==> config.mk <==
export PLATFORM = sky130hd
export DESIGN_NAME = i2c_target_xa
export DESIGN_NICKNAME = d
export VERILOG_FILES = /design/src/rtl/i2c_tgt_pkg.sv /design/src/rtl/i2c_tgt_sampler.sv /design/src/rtl/i2c_tgt_addr_match.sv /design/src/rtl/i2c_target_xa.sv
export SDC_FILE = /design/constraint.sdc
export NUM_CORES = 1
export LEC_CHECK = 0
export BUFFER_PORTS_ARGS = -buffer_cell sky130_fd_sc_hd__buf_4
export CORE_MARGIN = 3
export CORE_UTILIZATION = 45
export DETAILED_ROUTE_END_ITERATION = 6
export PLACE_DENSITY = 0.76
export SLEW_MARGIN = 30
export SYNTH_ARGS = -nofsm -noshare
export SYNTH_HDL_FRONTEND = slang
export SYNTH_HIERARCHICAL = 1
export SYNTH_SLANG_ARGS = --single-unit
export TNS_END_PERCENT = 20
==> constraint.sdc <==
create_clock -name clk -period 2.65 [get_ports clk]
set_input_delay 0.795 -clock clk [delete_from_list [all_inputs] [get_ports clk]]
set_output_delay 0.795 -clock clk [all_outputs]
set_load 0.02 [all_outputs]
==> src/rtl/i2c_tgt_pkg.sv <==
package i2c_tgt_pkg;

    typedef enum logic [3:0] {
        ST_IDLE,
        ST_ADDR,
        ST_ADDR2,
        ST_WDATA,
        ST_GCCMD,
        ST_ACK_WAIT,
        ST_ACK_HOLD,
        ST_RDATA,
        ST_RACK_WAIT,
        ST_RACK,
        ST_RLOAD,
        ST_IGNORE
    } tgt_state_e;

    // Synchronized line levels and the events derived from them
    typedef struct packed {
        logic scl_lvl;
        logic sda_lvl;
        logic scl_rise;
        logic scl_fall;
        logic start;
        logic stop;
    } line_evt_t;

    // Result of comparing a first byte against the own addresses
    typedef struct packed {
        logic hit7;
        logic hdr10;
        logic gcall;
    } addr_hit_t;

    localparam logic [7:0] GC_CMD_RST_LOAD = 8'h06;
    localparam logic [7:0] GC_CMD_LOAD     = 8'h04;
    localparam logic [4:0] TEN_BIT_MARK    = 5'b11110;

    function automatic logic addr_reserved(input logic [6:0] a);
        return (a[6:2] == 5'b00000) || (a[6:2] == 5'b11111);
    endfunction

endpackage

==> src/rtl/i2c_tgt_sampler.sv <==
module i2c_tgt_sampler
    import i2c_tgt_pkg::*;
#(
    parameter int SYNC_W = 2
) (
    input  logic      clk,
    input  logic      rst,
    input  logic      scl_i,
    input  logic      sda_i,
    output line_evt_t evt
);
    logic [SYNC_W-1:0] scl_sync;
    logic [SYNC_W-1:0] sda_sync;
    logic              scl_prev;
    logic              sda_prev;
    logic              scl_s;
    logic              sda_s;

    always_ff @(posedge clk) begin
        if (rst) begin
            scl_sync <= '1;
            sda_sync <= '1;
            scl_prev <= 1'b1;
            sda_prev <= 1'b1;
        end else begin
            scl_sync <= {scl_sync[SYNC_W-2:0], scl_i};
            sda_sync <= {sda_sync[SYNC_W-2:0], sda_i};
            scl_prev <= scl_s;
            sda_prev <= sda_s;
        end
    end

    assign scl_s = scl_sync[SYNC_W-1];
    assign sda_s = sda_sync[SYNC_W-1];

    always_comb begin
        evt.scl_lvl  = scl_s;
        evt.sda_lvl  = sda_s;
        evt.scl_rise = scl_s & ~scl_prev;
        evt.scl_fall = ~scl_s & scl_prev;
        evt.start    = scl_s & scl_prev & sda_prev & ~sda_s;
        evt.stop     = scl_s & scl_prev & ~sda_prev & sda_s;
    end
endmodule

==> src/rtl/i2c_tgt_addr_match.sv <==
module i2c_tgt_addr_match
    import i2c_tgt_pkg::*;
#(
    parameter int          PROG_W = 2,
    parameter logic [6:0]  BASE7  = 7'h48,
    parameter logic [9:0]  BASE10 = 10'h2B4
) (
    input  logic [7:0]        byte_in,
    input  logic [PROG_W-1:0] prog,
    input  logic              ten_en,
    input  logic              gc_en,
    output addr_hit_t         hit,
    output logic [7:0]        own10_lo
);
    logic [6:0] own7;
    logic [9:0] own10;

    assign own7     = {BASE7[6:PROG_W], prog};
    assign own10    = {BASE10[9:PROG_W], prog};
    assign own10_lo = own10[7:0];

    always_comb begin
        hit.hit7  = (byte_in[7:1] == own7) && !addr_reserved(byte_in[7:1]);
        hit.hdr10 = ten_en && (byte_in[7:3] == TEN_BIT_MARK) &&
                    (byte_in[2:1] == own10[9:8]);
        hit.gcall = gc_en && (byte_in == 8'h00);
    end
endmodule

==> src/rtl/i2c_target_xa.sv <==
module i2c_target_xa
    import i2c_tgt_pkg::*;
#(
    parameter int         PROG_W = 2,
    parameter logic [6:0] BASE7  = 7'h48,
    parameter logic [9:0] BASE10 = 10'h2B4,
    parameter int         SYNC_W = 2
) (
    input  logic              clk,
    input  logic              rst,
    input  logic              scl_i,
    input  logic              sda_i,
    output logic              sda_oe,
    input  logic              cfg_ten_bit_en,
    input  logic              cfg_gc_en,
    input  logic [PROG_W-1:0] sel_pins,
    output logic [7:0]        wr_data,
    output logic              wr_valid,
    input  logic [7:0]        rd_data,
    output logic              rd_req
);
    localparam int BIT_W = 3;
    localparam logic [BIT_W-1:0] LAST_BIT = BIT_W'(7);

    line_evt_t         evt;
    addr_hit_t         hit;
    tgt_state_e        state, nxt_after_ack;
    logic [BIT_W-1:0]  bitcnt;
    logic [7:0]        shreg;
    logic [7:0]        byte_in;
    logic [7:0]        own10_lo;
    logic [PROG_W-1:0] prog;
    logic              ten_matched;
    logic              load_now;

    // decision taken when the 8th bit of a received byte arrives
    logic       dec_ack, dec_wr, dec_load, dec_clr, dec_ten;
    tgt_state_e dec_nxt;

    i2c_tgt_sampler #(.SYNC_W(SYNC_W)) u_sampler (
        .clk   (clk),
        .rst   (rst),
        .scl_i (scl_i),
        .sda_i (sda_i),
        .evt   (evt)
    );

    assign byte_in = {shreg[6:0], evt.sda_lvl};

    i2c_tgt_addr_match #(.PROG_W(PROG_W), .BASE7(BASE7), .BASE10(BASE10)) u_match (
        .byte_in  (byte_in),
        .prog     (prog),
        .ten_en   (cfg_ten_bit_en),
        .gc_en    (cfg_gc_en),
        .hit      (hit),
        .own10_lo (own10_lo)
    );

    always_comb begin
        dec_ack  = 1'b0;
        dec_wr   = 1'b0;
        dec_load = 1'b0;
        dec_clr  = 1'b0;
        dec_ten  = 1'b0;
        dec_nxt  = ST_IGNORE;
        unique case (state)
            ST_ADDR: begin
                if (hit.gcall) begin
                    dec_ack = 1'b1;
                    dec_nxt = ST_GCCMD;
                end else if (hit.hdr10) begin
                    if (!byte_in[0]) begin
                        dec_ack = 1'b1;
                        dec_nxt = ST_ADDR2;
                    end else if (ten_matched) begin
                        dec_ack = 1'b1;
                        dec_nxt = ST_RDATA;
                    end
                end else if (hit.hit7) begin
                    dec_ack = 1'b1;
                    dec_nxt = byte_in[0] ? ST_RDATA : ST_WDATA;
                end
            end
            ST_ADDR2: begin
                if (byte_in == own10_lo) begin
                    dec_ack = 1'b1;
                    dec_ten = 1'b1;
                    dec_nxt = ST_WDATA;
                end
            end
            ST_WDATA: begin
                dec_ack = 1'b1;
                dec_wr  = 1'b1;
                dec_nxt = ST_WDATA;
            end
            ST_GCCMD: begin
                if (byte_in == GC_CMD_RST_LOAD) begin
                    dec_ack  = 1'b1;
                    dec_load = 1'b1;
                    dec_clr  = 1'b1;
                end else if (byte_in == GC_CMD_LOAD) begin
                    dec_ack  = 1'b1;
                    dec_load = 1'b1;
                end
            end
            default: ;
        endcase
    end

    assign load_now = evt.scl_fall &&
                      (((state == ST_ACK_HOLD) && (nxt_after_ack == ST_RDATA)) ||
                       (state == ST_RLOAD));

    always_ff @(posedge clk) begin
        if (rst) begin
            state         <= ST_IDLE;
            nxt_after_ack <= ST_IDLE;
            bitcnt        <= '0;
            shreg         <= '0;
            sda_oe        <= 1'b0;
            prog          <= sel_pins;
            ten_matched   <= 1'b0;
            wr_data       <= '0;
            wr_valid      <= 1'b0;
            rd_req        <= 1'b0;
        end else begin
            wr_valid <= 1'b0;
            rd_req   <= 1'b0;
            if (evt.stop) begin
                state       <= ST_IDLE;
                sda_oe      <= 1'b0;
                bitcnt      <= '0;
                ten_matched <= 1'b0;
            end else if (evt.start) begin
                state  <= ST_ADDR;
                sda_oe <= 1'b0;
                bitcnt <= '0;
            end else if (load_now) begin
                shreg  <= rd_data;
                sda_oe <= ~rd_data[7];
                rd_req <= 1'b1;
                bitcnt <= '0;
                state  <= ST_RDATA;
            end else begin
                unique case (state)
                    ST_ADDR, ST_ADDR2, ST_WDATA, ST_GCCMD: begin
                        if (evt.scl_rise) begin
                            shreg  <= byte_in;
                            bitcnt <= bitcnt + 1'b1;
                            if (bitcnt == LAST_BIT) begin
                                if (dec_ack) begin
                                    state         <= ST_ACK_WAIT;
                                    nxt_after_ack <= dec_nxt;
                                end else begin
                                    state <= ST_IGNORE;
                                end
                                if (dec_wr) begin
                                    wr_data  <= byte_in;
                                    wr_valid <= 1'b1;
                                end
                                if (dec_load) prog <= sel_pins;
                                if (dec_ten) ten_matched <= 1'b1;
                                if (dec_clr) begin
                                    wr_data     <= '0;
                                    ten_matched <= 1'b0;
                                end
                            end
                        end
                    end
                    ST_ACK_WAIT: begin
                        if (evt.scl_fall) begin
                            sda_oe <= 1'b1;
                            state  <= ST_ACK_HOLD;
                        end
                    end
                    ST_ACK_HOLD: begin
                        if (evt.scl_fall) begin
                            sda_oe <= 1'b0;
                            bitcnt <= '0;
                            state  <= nxt_after_ack;
                        end
                    end
                    ST_RDATA: begin
                        if (evt.scl_rise) begin
                            bitcnt <= bitcnt + 1'b1;
                            if (bitcnt == LAST_BIT) state <= ST_RACK_WAIT;
                        end else if (evt.scl_fall) begin
                            shreg  <= {shreg[6:0], 1'b0};
                            sda_oe <= ~shreg[6];
                        end
                    end
                    ST_RACK_WAIT: begin
                        if (evt.scl_fall) begin
                            sda_oe <= 1'b0;
                            state  <= ST_RACK;
                        end
                    end
                    ST_RACK: begin
                        if (evt.scl_rise) state <= evt.sda_lvl ? ST_IGNORE : ST_RLOAD;
                    end
                    default: ;
                endcase
            end
        end
    end

    AST_START_ENTERS_ADDR: assert property (@(posedge clk) disable iff (rst)
        evt.start |=> (state == ST_ADDR));
    AST_STOP_GOES_IDLE: assert property (@(posedge clk) disable iff (rst)
        evt.stop |=> (state == ST_IDLE && !sda_oe));
    AST_WR_ONLY_FROM_WDATA: assert property (@(posedge clk) disable iff (rst)
        wr_valid |-> ($past(state) == ST_WDATA));
    AST_DRIVE_BEGINS_SCL_LOW: assert property (@(posedge clk) disable iff (rst)
        $rose(sda_oe) |-> !evt.scl_lvl);
    AST_OE_HELD_SCL_HIGH: assert property (@(posedge clk) disable iff (rst)
        (evt.scl_lvl && !evt.scl_rise) |-> $stable(sda_oe));
    AST_RDREQ_DRIVES_MSB: assert property (@(posedge clk) disable iff (rst)
        rd_req |-> (sda_oe == ~$past(rd_data[7])));
    AST_IGNORE_RELEASED: assert property (@(posedge clk) disable iff (rst)
        (state == ST_IGNORE) |-> !sda_oe);
endmodule

# ---- After elaboration in Yosys (flattened, before gate mapping)
# Cells that the tools add are included.
dict set report classes {
  n_mux 63
  n_reduce_logical 40
  n_eq_ne 50
  addsub 1
  bitwise 19
}
# op n
set ops {}
lappend ops {{4-bit two-way mux} 15}
lappend ops {{4-bit inequality test, second input constant} 8}
lappend ops {{3-bit inequality test, second input constant} 10}
lappend ops {{7-bit two-way mux} 4}
lappend ops {{9-bit AND reduction} 3}
lappend ops {{1-bit two-way mux} 24}
lappend ops {{4-bit case mux with 6 select lines} 1}
lappend ops {{2-bit inequality test, second input constant} 11}
lappend ops {{7-bit AND reduction} 3}
lappend ops {{4-bit by 3-bit equality test with 1-bit output, second input constant} 5}
lappend ops {{8-bit by 3-bit equality test with 1-bit output, second input constant} 2}
lappend ops {{2-bit two-way mux} 8}
lappend ops {{8-bit two-way mux} 2}
lappend ops {{7-bit case mux with 2 select lines} 1}
lappend ops {{2-bit nonzero test} 7}
lappend ops {{4-bit equality test, second input constant} 3}
lappend ops {{3-bit two-way mux} 4}
lappend ops {{1-bit NOT} 12}
lappend ops {{4-bit case mux with 3 select lines} 1}
lappend ops {{6-bit AND reduction} 2}
lappend ops {{5-bit equality test, second input constant} 2}
lappend ops {{4-bit by 2-bit equality test with 1-bit output, second input constant} 2}
lappend ops {{8-bit equality test} 1}
lappend ops {{8-bit zero test} 1}
lappend ops {{27 further kinds} 41}
dict set report totals {
  ff_bits 38
  in_bits 16
}

# ---- Longest topological paths before layout
dict set report logic_depth {
  word_depth 14
  mapped_depth 8
  ltp_nobuf 7
}

# ---- By module
# Netlist, hierarchy kept.
# module seq_area_each_um2 area_per_inst_um2 n_inst cells_each
set modules_own_cells {}
lappend modules_own_cells {i2c_target_xa 660.6 1999.4 1 241}
lappend modules_own_cells {i2c_tgt_sampler 120.1 205.2 1 18}
lappend modules_own_cells {i2c_tgt_addr_match 0.0 147.6 1 21}

# ---- Least setup slack after synthesis
# Ideal clock, no wire load.
dict set report synth_path {
  path_type {input port to flip-flop}
  from {input cfg_gc_en}
  to {register nxt_after_ack[1]}
  path_buffers 0
  setup_ns 0.136
  slack_ns 0.310
  arrival_time_ns 2.204
  cell_stages 7
  cell_sequence {nor4b_1 -> and3_1 -> nor3_1 -> or3_1 -> and3_4 -> a2111oi_0 -> a211oi_1}
}
# item line
set synth_rtl {}
lappend synth_rtl {{from (decl)} i2c_target_xa.sv:15} ;# input logic cfg_gc_en,
lappend synth_rtl {{to (signal assigned)} i2c_target_xa.sv:153} ;# nxt_after_ack <= dec_nxt;
lappend synth_rtl {{to (decl)} i2c_target_xa.sv:27} ;# tgt_state_e state, nxt_after_ack;

==> summary.md <==
| Metric | Value |
|---|---|
| Max FO, Critical Path | 4 |
| Mapped Avg Cell Area | 8.404 um2 |
| Post-Layout Cell Count | 375 |
| Status | finished clean |
| RSZ-0062 raised after global routing | false |
| Dpl ws | 0.02668 ns |
| Initial DRC Count | 225 |
| Nets@finish | 325 |
| HP Class | flop to flop |
| Tightest Pin Transition | 0.5821 ns |
| CP arrival | 2.53 ns |
| Drt pass-1 iters | 4 |
| Overall Power | 1.051 mW |
| Worst setup path class | primary input to flop |
| Post-CTS resize count | 0 |
| Diode count | 0 |
| Switching Share | 23.58% |
| Worst skew pair latency | 0.29 ns |
| Clock Skew | 0.007786 ns |
| Ports | 27 |
| Yosys Warn Count | 6 |
| Global Route Usage Sum | 19.13% |
| MaxCap Viol Count | 0 |
| Critical Path RT | 2.81 ns |
| CTS root buf | clkbuf_8 |
| Max-slew headroom | 61.14% |
| Fin worst setup slack | 0.2753 ns |
| First-pass GRT wire length | 9549 um |
| Static leakage | 0.9992 nW |
| Initial Util | 48.05% |
| Share of layout cells above drive strength 1 | 18.51% |
| Post-detail-place hpwl | 3998 um |
| Total grt overflow | 0 |
| Final-report setup violation count | 0 |
| Area Growth Syn to Fin | 14.62% |
| Max IR drop VDD | 0.2282 mV |
| Cts bufs inserted | 5 |
| CP endpoint kind | flop |
| CTS tree | built |
| Hold_buf cts | 0 |
| Die H | 78.19 um |
| Die area | 0.006113 mm2 |
| Postcts setup bufs | 0 |
| CTS sink count | 38 |
| Internal cell power | 802.9 uW |
| Syn Std Cell Area | 0.002345 mm2 |
| Max clock buf depth | 2 |
| Die Width | 78.19 um |
| Final ANT Viol Nets | 0 |
| Vias | 2101 |
| Initial antenna violation count | 0 |
| H-tree levels | 2 |
| Achievable Freq | 421.1 MHz |
| # rows | 25 |
| Seq pwr share | 55.8% |
| Vias per inst | 5.603 |
| Placed cells | 367 |
| DRC viols | 0 |
| Combinational fraction of design power | 7.2% |
| Port Buffers | 26 |
| Gpl congestion | 0.8636 |
| Largest net degree at the start of global routing | 38 |
| Final Hold Viols | 0 |
| Final setup TNS | 0 ns |
| CP Launch Type | primary input |
| Vias in the first global route | 1955 |
| P_sw | 247.8 uW |
| Core area | 0.004880 mm2 |
| Clock-pin slew on the worst setup and hold paths | 0.07 ns |
| WL/cell | 14.66 um |
| Drt total wl | 5498 um |
| Final Max Tran Viols | 0 |
| Clock power share | 37.1% |
| Final Util | 55.08% |
| Pwr dens | 391.0 mW/mm2 |
| Post-Synthesis Cells | 279 |
| Tcrit/Tclk final | 89.61% |
| Final Critical Period | 2.375 ns |
[through the flow]
| stage | hold slack (ns) | area [um2] |
|---|---|---|
| after floorplan | 0.3832 | 2360 |
| after global placement | 0.3855 | 2604 |
| after detailed placement | 0.3918 | 2604 |
| after CTS | 0.4145 | 2688 |
| after global routing | 0.4275 | 2688 |
| final | 0.4116 | 2688 |
[power by group through the flow]
stage	combinational [mW]	sequential [mW]	clock, mW
2_1_floorplan	0.0534	0.598	0
3_3_place_gp	0.0731	0.599	0
3_5_place_dp	0.0744	0.599	0
4_1_cts	0.0748	0.586	0.396
5_1_grt	0.0835	0.587	0.419
6_report	0.0753	0.586	0.389
[layer usage]
metal	wire (um)	vias up	GRT usage (%)	share of wire [%]
li1	-	1053	-	-
met1	2504	993	24.79	46
met2	2700	48	32.88	49
met3	235	7	3.440	4.3
met4	58	0	4.720	1.1
met5	0	-	0	0
[final cells by class]
cell class	instances	area (um2)
Clock inverter	1	7.507
Tap cell	67	83.83
Inverter	8	30.03
Timing Repair Buffer	37	277.8
Sequential cell	38	780.7
Multi-Input combinational cell	217	1431
Fill cell	450	2192
Clock buffer	7	76.32
[cells in the final DEF (no fill, tap or decap), types with 5 or more instances in the layout]
cell and n:
nand2b_1 11, nand3_1 12, conb_1 6, a21oi_1 20
nor3_1 9, mux2_2 7, buf_4 37, nand3b_1 5
or2_1 6, mux2i_1 11, nand2_1 9, inv_1 8
nor2b_1 13, dfxtp_1 36, o21ai_0 16, xor2_1 11
clkbuf_8 5, nor2_1 20
[worst max-delay path, stage by stage]
cell,delay [ns]
buf_4,0.07
nor4b_1,0.24
and3_1,0.27
nor3_1,0.07
or3_1,0.35
and3_4,0.20
a2111oi_0,0.42
a211oi_1,0.10
[worst paths after layout]
kind                                end                  start  slack (ns)  cells after the start
setup / recovery       nxt_after_ack[1]              cfg_gc_en        0.28                      8
hold / removal    u_sampler/sda_sync[1]  u_sampler/sda_sync[0]        0.41                      1
setup reg to reg       nxt_after_ack[1]               state[1]        0.29                      5
hold reg to reg   u_sampler/sda_sync[1]  u_sampler/sda_sync[0]        0.41                      1
[state kept, by name (all words and copies together) (netlist names)]
name	cells
shreg	7
state	4
nxt_after_ack	4
bitcnt	3
wr_data	8
sda_oe	1
prog	2
rd_req	1
u_sampler/scl_prev	1
u_sampler/scl_sync	2
u_sampler/sda_sync	2
wr_valid	1
ten_matched	1
u_sampler/sda_prev	1
Power figures use the tool's default switching activity.
